===== config.mk =====
export PLATFORM = sky130hd
export DESIGN_NAME = pin_irq_ctrl
export DESIGN_NICKNAME = d
export VERILOG_FILES = /design/src/rtl/pin_irq_ctrl.sv
export SDC_FILE = /design/constraint.sdc
export NUM_CORES = 1
export LEC_CHECK = 0
export ABC_AREA = 1
export BUFFER_PORTS_ARGS = -buffer_cell sky130_fd_sc_hd__buf_4
export CAP_MARGIN = 30
export CORE_UTILIZATION = 55
export CTS_CLUSTER_SIZE = 24
export DETAILED_ROUTE_END_ITERATION = 10
export PLACE_DENSITY = 0.79
export SYNTH_ARGS = -nofsm -noshare
export SYNTH_HDL_FRONTEND = slang
export SYNTH_SLANG_ARGS = --single-unit

===== constraint.sdc =====
create_clock -name clk -period 1.3 [get_ports clk]
set_clock_uncertainty 0.15 [all_clocks]
set_input_delay 0.065 -clock clk [delete_from_list [all_inputs] [get_ports clk]]
set_output_delay 0.065 -clock clk [all_outputs]
set_load 0.01 [all_outputs]

===== src/rtl/pin_irq_ctrl.sv =====
module pin_irq_ctrl #(
  parameter int SYNC_STAGES = 2
) (
  input  logic       clk,
  input  logic       rst_n,
  input  logic       ext_irq_i,
  input  logic       smi_irq_i,
  input  logic       soft_rst_i,
  input  logic       mchk_i,
  input  logic       tb_enable_i,
  input  logic       hard_rst_i,
  input  logic       chk_stop_i,
  input  logic       halt_i,
  input  logic       mchk_ack_i,
  output logic [3:0] pending_o,
  output logic       irq_req_o,
  output logic       tb_run_o,
  output logic       core_rst_req_o,
  output logic       halt_o
);
  localparam int NPIN = 8;
  localparam int P_EXT = 0, P_SMI = 1, P_SRST = 2, P_MCK = 3;
  localparam int P_TB = 4, P_HRST = 5, P_CSTP = 6, P_HALT = 7;

  logic [NPIN-1:0] pins_raw;
  logic [SYNC_STAGES-1:0][NPIN-1:0] sync_q;
  logic [NPIN-1:0] lvl, rec_q, chg, rise, fall;
  logic [3:0] pend_q, pend_d;
  logic       req_q, tb_q, rstp_q, stop_q, hold_q;

  assign pins_raw = {halt_i, chk_stop_i, hard_rst_i, tb_enable_i,
                     mchk_i, soft_rst_i, smi_irq_i, ext_irq_i};

  always_ff @(posedge clk or negedge rst_n)
    if (!rst_n) sync_q <= '0;
    else        sync_q <= {sync_q[SYNC_STAGES-2:0], pins_raw};

  assign lvl  = sync_q[SYNC_STAGES-1];
  assign chg  = lvl ^ rec_q;
  assign rise = chg & lvl;
  assign fall = chg & ~lvl;

  always_comb begin
    pend_d = pend_q;
    for (int i = P_EXT; i <= P_SRST; i++)
      if (chg[i]) pend_d[i] = lvl[i];
    if (mchk_ack_i)  pend_d[P_MCK] = 1'b0;
    if (fall[P_MCK]) pend_d[P_MCK] = 1'b1;
  end

  always_ff @(posedge clk or negedge rst_n)
    if (!rst_n) begin
      rec_q  <= '0;
      pend_q <= '0;
      req_q  <= 1'b0;
      tb_q   <= 1'b0;
      rstp_q <= 1'b0;
      stop_q <= 1'b0;
      hold_q <= 1'b0;
    end else begin
      rec_q  <= lvl;
      pend_q <= pend_d;
      req_q  <= |pend_d;
      if (chg[P_TB])   tb_q   <= lvl[P_TB];
      rstp_q <= rise[P_HRST];
      if (rise[P_CSTP]) stop_q <= 1'b1;
      if (chg[P_HALT]) hold_q <= lvl[P_HALT];
    end

  assign pending_o      = pend_q;
  assign irq_req_o      = req_q;
  assign tb_run_o       = tb_q;
  assign core_rst_req_o = rstp_q;
  assign halt_o         = stop_q | hold_q;

  assert_steady_no_action_R1: assert property (@(posedge clk) disable iff (!rst_n)
    (chg == '0 && !mchk_ack_i) |=> ($stable(pend_q) && !core_rst_req_o && $stable(halt_o)));
  assert_mchk_edge_only_R3: assert property (@(posedge clk) disable iff (!rst_n)
    $rose(pending_o[P_MCK]) |-> $past(rec_q[P_MCK] && !lvl[P_MCK]));
  assert_ack_clears_R4: assert property (@(posedge clk) disable iff (!rst_n)
    (mchk_ack_i && !fall[P_MCK]) |=> !pending_o[P_MCK]);
  assert_rst_pulse_R6: assert property (@(posedge clk) disable iff (!rst_n)
    core_rst_req_o |=> !core_rst_req_o);
  assert_stop_sticky_R7: assert property (@(posedge clk) disable iff (!rst_n)
    stop_q |=> halt_o);
  assert_req_vector_R9: assert property (@(posedge clk) disable iff (!rst_n)
    irq_req_o == (pending_o != 4'd0));
endmodule


# After elaboration in Yosys (flattened, before gate mapping)
# Cells that the tools add are included.
[classes]
mux = 5
n_mul = 0
bitwise = 5
n_addsub = 0
order_cmp = 0
n_reduce_logical = 1
div_mod_pow = 0
n_shift = 0
eq_ne = 0
[ops]
columns = ["op", "n"]
rows = [
  ["8-bit XOR", 1],
  ["7-bit bitwise AND", 1],
  ["1-bit 2-to-1 mux", 5],
  ["4-bit bitwise AND", 1],
  ["4-bit NOT", 1],
  ["4-bit OR reduction", 1],
  ["1-bit bitwise OR", 1],
]
[word_totals]
output_inout_bits = 8
latchBits = 0
memories = 0
mem_bits_ro = 0
reg_bits = 33
ramBits = 0

# Longest topological paths before layout
# Gate-level depths: netlist (run 1).
[logic_depth]
depth_word = 4
ltp_mapped = 6
depth_no_buf = 6

# Worst setup path before layout (run 1)
# Ideal clock, no wire load.
[synth_timing]
path_type = "register to register"
startpoint = "reg pend_q[0] (netlist: pending_o[0])"
endpoint = "reg req_q (netlist: irq_req_o)"
period_less_slack_ns = 0.965
stages_incl_launch_ff = 7
path_slack_ns = 0.335
setup_time_ns = 0.118
arrival_ns = 0.697
required_ns = 1.032
path_cell_list = "dfrtp_1 nand2_1 nand2_1 nand2_1 nand2_1 inv_1 nand2_1"
[synth_via]
elab_chain_cells = 2
[synth_lines]
columns = ["item", "line", "rtl"]
rows = [
  ["from (decl)", "28", "logic [3:0] pend_q, pend_d;"],
  ["from (signal assigned)", "62", "pend_q <= pend_d;"],
  ["1-bit 2-to-1 mux", "46", "if (chg[i]) pend_d[i] = lvl[i];"],
  ["4-bit OR reduction", "63", "req_q <= |pend_d;"],
  ["to (signal assigned)", "63", ""],
  ["to (decl)", "29", "logic req_q, tb_q, rstp_q, stop_q, hold_q;"],
]
# Every way passes these cells.
# A chain may end at the register's enable or synchronous reset.

# Worst setup path after layout (run 1)
[layout_timing]
startpoint = "reg stop_q"
endpoint = "out halt_o"
[layout_via]
elab_chain_cells = 1
[layout_lines]
columns = ["item", "line", "rtl"]
rows = [
  ["from (decl)", "29", ""],
  ["from (signal assigned)", "58", "stop_q <= 1'b0;"],
  ["from (signal assigned)", "66", "if (rise[P_CSTP]) stop_q <= 1'b1;"],
  ["1-bit bitwise OR", "74", "assign halt_o = stop_q | hold_q;"],
  ["to (decl)", "19", "output logic halt_o"],
]
# Every way passes these cells.

==> metrics.txt, run 1 <==
outcome finished clean; vias per inst between 4 and 5; total CTS buffers 5; syn_area_per_cell roughly 14 sq um; worst slew pin tran around 0.39 ns; DIE WIDTH 44.5 um; nets 120; CP peak stage delay just under 0.4 ns; Synth Flop Type dfrtp_1; endpoint type of the worst setup path primary output; gr usage total 18.3%; Tot Pwr approximately 1.8 mW; Seq/Total Area, Yosys about 83%; Pwr Density around 1400 nW/um^2; first-pass GRT wire length 2.28 mm; crit start category flop; Port Buffer Count 18; synthesized area around 990 sq um; Non-Filler Instances between 100 and 150; DRC 0; Worst Path Max Fanout 2; layout cell share with drive strength beyond 1 between 20% and 30%; final WL between 1 and 1.5 mm; CP max stage cell dfrtp_1; ant diodes 0; Yosys cell types 10; vias in the first global route 538; Hold Path Class in -> async; Max Freq between 700 and 800 MHz; remaining global-route overflow 0; DPL Wire Length 888 um; DIE AREA ~2000 sq um; Async S/R FF share, synth 100%; worst r2r path cells 6; R2R setup slack 0.32 ns; site row count 15; critical path class reg -> out; EDFF count, synth 0; Slew headroom 74.1%; initial core utilization 58.2%; dpl cells 116; placeable core area ~1700 sq um; Placer Congestion approximately 0.66; minimum clock period between 1 and 1.5 ns; Clock Path Buffers 2; Wirelength per Cell about 11 um; Post-synth top cells dfrtp_1, nand2_1, inv_1, nor2_1, a21oi_1; clock latency on the worst-skew pair approximately 0.31 ns; clock-pin slew on the worst setup and hold paths about 0.090 ns; vias post-DR 556; Area Growth Syn to Fin 33.7%; count leader, synth dfrtp_1; CTS tree yes; total of max-cap violations 0; Synth area leaders dfrtp_1, nand2_1, inv_1; Required @ worst endpoint about 1.1 ns; clk sinks 33; largest net degree at the start of global routing 34; fin crit share 99.3%; H-tree depth 2; Syn Nets between 80 and 90; Fin. Hold Viols 0; count of state elements after synthesis 33; # setup viols final 0; Gate Count Post-Synth between 70 and 80; initial antenna violation count 0; max-slew violation count 0; Synth area leader dfrtp_1; RSZ-0062 raised after global routing yes; core occupancy in the finished layout around 78%; Critical Path AT roughly 1.1 ns; initial DRC count 1; Worst R2R End irq_req_o; drt pass-1 iters 2; Worst R2R Start lvl[2]; launch point of the worst path stop_q; CTS root buffer clkbuf_4; Final ANT Viol Nets 0; share of the synthesized area in the top cell type 83.0%; static leakage between 0.6 and 0.7 nW; critical-path cell list or2_4 -> buf_6; end point of the critical path halt_o; Yosys warnings 0; Die Y-Extent 44.5 um; # IOs 19; Peak VDD IR 0.000901 V
## logic make-up after synthesis
kind of cell           after synthesis  share of synthesized area, %
buffers and inverters               13                          4.91
and+or+nand+nor                     23                          9.43
DFF                                 33                          83.0
AOI/OAI and AO/OA                    4                          2.64
## layout by cell type, fill, tap and decap left out, drive strengths merged
| cell type | instances |
|---|---|
| and2 | 1 |
| or2 | 1 |
| inv | 13 |
| dfrtp | 33 |
| nand2 | 18 |
| buf | 19 |
| o21bai | 1 |
| dlygate4sd3 | 10 |
| a21oi | 3 |
| clkbuf | 7 |
| nor2 | 3 |
## per-stage QoR
step | worst slack [ns] | instance area [sq um] | setup TNS (ns) | hold WS (ns)
CTS | 0.00438 | 1330 | 0 | 0.0539
global route | -0.0405 | 1330 | -0.0405 | 0.0940
global placement | 0.297 | 1160 | 0 | -0.138
finish | 0.00880 | 1330 | 0 | 0.0650
detailed placement | 0.275 | 1160 | 0 | -0.134
floorplan | 0.335 | 995 | 0 | -0.381
## flip-flops by register name (all words and copies together) (netlist names)
register        count
lvl                 8
rec_q               8
sync_q              8
pending_o           4
core_rst_req_o      1
hold_q              1
irq_req_o           1
stop_q              1
tb_run_o            1
## worst max-delay path, delay by kind of cell (launching register included)
kind	cells	cell delay (ns)
buffers and inverters	1	0.12
DFF	1	0.39
and+or+nand+nor	1	0.25
## cell type report
type	instances	area (sq um)
clock buffer	7	55.1
fill	114	378
inverter	13	48.8
multi-input combinational	27	123
sequential	33	826
tap	25	31.3
timing repair buffer	29	246
## power breakdown
group / switching [mW] / internal (mW)
Combinational: 0.0734 / 0.0854
Sequential: 0.0295 / 1.09
Clock: 0.287 / 0.255
Total: 0.390 / 1.43
## timing repair
item                                   4_1_cts  5_1_grt
setup endpoints to repair                    1        1
pin swaps                                    0        1
endpoints found under the hold margin       43        0
setup buffers                                1        0
hold buffers                                10        0
gates resized for setup                      2        0
## how the worst min path moves through the flow
stage                     end  slack, ns
2_1_floorplan  core_rst_req_o      -0.38
3_3_place_gp     pending_o[3]      -0.14
3_5_place_dp     pending_o[0]      -0.13
4_1_cts          pending_o[0]       0.05
5_1_grt          pending_o[2]       0.09
6_report            sync_q[0]       0.06
## per-layer routing
layer  vias up  part of all wire (%)  wire [um]  global-route usage [%]
met5         -                     0          0                       0
li1        287                     -          -                       -
met2        13                    54        800                    29.4
met1       252                    40        584                    18.9
met4         0                   2.2         33                    14.5
met3         4                   4.1         60                    7.35
Power figures use the tool's default switching activity.
==> inputs of run 2 (changes only) <==
--- a/config.mk
+++ b/config.mk
@@ -5,10 +5,9 @@
 export SDC_FILE = /design/constraint.sdc
 export NUM_CORES = 1
 export LEC_CHECK = 0
-export ABC_AREA = 1
 export BUFFER_PORTS_ARGS = -buffer_cell sky130_fd_sc_hd__buf_4
 export CAP_MARGIN = 30
-export CORE_UTILIZATION = 55
+export CORE_UTILIZATION = 54
 export CTS_CLUSTER_SIZE = 24
 export DETAILED_ROUTE_END_ITERATION = 10
 export PLACE_DENSITY = 0.79
==> run 2 against run 1 <==
Net effect: largest cell class unchanged; synthesized cell count shrank 25%; register-to-register slack lost 0.44 ns; design area shrank 3.4%; combinational power shrank 9%; critical path type is now reg -> reg; critical endpoint is now irq_req_o; power grew 4.0%; critical path depth grew 1; synthesized area shrank 5.4%; setup slack lost 0.13 ns; sequential cell count is the same; core utilization grew 4.5 points; via count shrank 6.3%; first-iteration DRC count grew to 8.0 times the previous value; the flow now finishes with violations (setup timing).
==> metrics.txt, run 2 <==
outcome complete, but fails checks (was finished clean); minimum clock period 1.42 ns (was 1.29 ns); DIE AREA 1910 sq um (was 1980 sq um); Port Buffer Count 18 (unchanged); site row count 14 (was 15); Tot Pwr 1.89 mW (was 1.82 mW); core occupancy in the finished layout 82.4% (was 77.9%); dpl cells 90 (was 116); first-pass GRT wire length 2.35 mm (was 2.28 mm); R2R setup slack -0.12 ns (was 0.32 ns); initial core utilization 60.4% (was 58.2%); Pwr Density 1470 nW/um^2 (was 1370 nW/um^2); failing checks setup timing; drt pass-1 iters 4 (was 2); vias in the first global route 515 (was 538); Area Growth Syn to Fin 36.6% (was 33.7%); H-tree depth 2 (unchanged); static leakage 0.613 nW (was 0.683 nW); DRC 0 (unchanged); syn_area_per_cell 17.1 sq um (was 13.6 sq um); total of max-cap violations 0 (unchanged); Clock Path Buffers 2 (unchanged); # IOs 19 (unchanged); Final ANT Viol Nets 0 (unchanged); synthesized area 941 sq um (was 995 sq um); critical path class reg -> reg (was reg -> out); Seq/Total Area, Yosys 87.8% (was 83.0%); layout cell share with drive strength beyond 1 32.3% (was 25.7%); Worst R2R End irq_req_o (unchanged); Die Y-Extent 43.7 um (was 44.5 um); vias per inst 4.78 (was 4.15); Synth area leader dfrtp_1 (unchanged); max-slew violation count 0 (unchanged); vias post-DR 521 (was 556); Wirelength per Cell 12.9 um (was 11.0 um); end point of the critical path irq_req_o (was halt_o); setup TNS -0.124 ns (was 0 ns); worst r2r path cells 3 (was 6); Async S/R FF share, synth 100% (unchanged); Syn Nets 66 (was 84); fillcell total 89 (was 114); nets 103 (was 120); worst slew pin tran 0.383 ns (was 0.389 ns); clock latency on the worst-skew pair 0.32 ns (was 0.31 ns); initial antenna violation count 0 (unchanged); Yosys cell types 13 (was 10); clock-pin slew on the worst setup and hold paths 0.09 ns (about the same); # setup viols final 1 (was 0); crit start category flop (unchanged); Worst R2R Start pending_o[1] (was lvl[2]); Max Freq 702 MHz (was 774 MHz); launch point of the worst path pending_o[1] (was stop_q); most frequent cells in the layout dfrtp_1, buf_4, dlygate4sd3_1 (was dfrtp_1, buf_4, nand2_1); count of state elements after synthesis 33 (unchanged); EDFF count, synth 0 (unchanged); clk sinks 33 (unchanged); area occupied by multi-input gates 100 sq um (was 123 sq um); commonest non-fill, non-tap cell in the layout dfrtp_1 (unchanged); final WL 1.41 mm (was 1.48 mm); Hold Path Class in -> async (unchanged); Synth area leaders dfrtp_1, o21ai_1, inv_1 (was dfrtp_1, nand2_1, inv_1); Yosys warnings 0 (unchanged); total CTS buffers 5 (unchanged); Synth Flop Type dfrtp_1 (unchanged); Fin. Hold Viols 0 (unchanged); fin crit share 110% (was 99.3%); initial DRC count 8 (was 1); placed inst area 1100 sq um (was 1160 sq um); Peak VDD IR 0.00110 V (was 0.000901 V); DPL Wire Length 805 um (was 888 um); placeable core area 1560 sq um (was 1710 sq um); Gate Count Post-Synth 55 (was 73); FF/Latch Area 826 sq um (unchanged); Required @ worst endpoint 1.34 ns (was 1.09 ns); post-route worst setup slack -0.124 ns (was 0.00880 ns); Post-synth top cells dfrtp_1, inv_1, nand2_1, nor2_1, o21ai_1 (was dfrtp_1, nand2_1, inv_1, nor2_1, a21oi_1); remaining global-route overflow 0 (unchanged); CTS tree yes (unchanged); Non-Filler Instances 109 (was 134); largest net degree at the start of global routing 34 (unchanged); Placer Congestion 0.693 (was 0.665); fin area 1280 sq um (was 1330 sq um); count leader, synth dfrtp_1 (unchanged); endpoint type of the worst setup path flop (was primary output); Worst Path Max Fanout 3 (was 2); share of the synthesized area in the top cell type 87.8% (was 83.0%); gr usage total 19.7% (was 18.3%); DIE WIDTH 43.7 um (was 44.5 um); ant diodes 0 (unchanged); CTS root buffer clkbuf_4 (unchanged); Critical Path AT 1.47 ns (was 1.08 ns); Slew headroom 74.5% (was 74.1%); RSZ-0062 raised after global routing yes (unchanged)
[run 2: cell types whose count changed after synthesis, sizes merged]
cell    change
o21ai       +4
o21bai      -1
a21o        +1
maj3        +1
inv         -9
nand2      -14
or4         +1
nor2b       +1
nor2        +1
and2        -1
a21oi       -3
o22ai       +1
[run 2: power breakdown]
part	leakage, nW	internal, mW	switching [mW]
clock	0.0413	0.313	0.317
combinational	0.192	0.0830	0.0616
sequential	0.380	1.08	0.0302
[run 2: cell type report]
| type | count | area share, % |
|---|---|---|
| sequential | 33 | 64.3 |
| timing repair buffer | 30 | 19.8 |
| multi-input combinational | 18 | 7.79 |
| clock buffer | 7 | 5.06 |
| tap | 16 | 1.56 |
| inverter | 4 | 1.17 |
| clock inverter | 1 | 0.389 |
[run 2: worst min path at each step]
stage / startpoint / endpoint / slack (ns)
after detailed placement: rst_n / lvl[1] / -0.14
after global routing: rst_n / lvl[0] / 0.07
after global placement: rst_n / sync_q[1] / -0.14
after floorplan: rst_n / core_rst_req_o / -0.38
after CTS: rst_n / lvl[1] / 0.04
final: rst_n / rec_q[1] / 0.05
[run 2: cells by family after synthesis]
logic type,after synthesis,synth area share (%)
adders and majority gates,1,1.06
AOI/OAI and AO/OA,6,3.99
buffers and inverters,4,1.60
and+or+nand+nor,11,5.59
DFF,33,87.8
[run 2: repair_timing]
action / 4_1_cts / 5_1_grt
pin swaps: 1 / 2
endpoints found under the setup margin: 2 / 2
hold buffers: 10 / 0
setup buffers: 0 / 1
hold endpoints to repair: 42 / 0
gates resized for setup: 1 / 0
[run 2: routing by layer]
layer / vias up / part of all wire, % / track usage, %
met3: 3 / 6.6 / 11.3
met1: 256 / 43 / 24.8
met5: - / 0 / 0
met2: 15 / 48 / 26.9
li1: 247 / - / -
met4: 0 / 2.2 / 11.3
[run 2: metrics by stage]
step	hold slack, ns	setup WS (ns)
3_3_place_gp	-0.139	-0.0245
4_1_cts	0.0428	-0.0995
3_5_place_dp	-0.136	-0.0752
5_1_grt	0.0692	-0.163
6_report	0.0451	-0.124
2_1_floorplan	-0.381	-0.0425
[run 2: critical path: stages, from the launching register on]
cell and delay (ns):
dfrtp_1 0.42, nor2_2 0.13, o21ai_2 0.07, or4_1 0.52
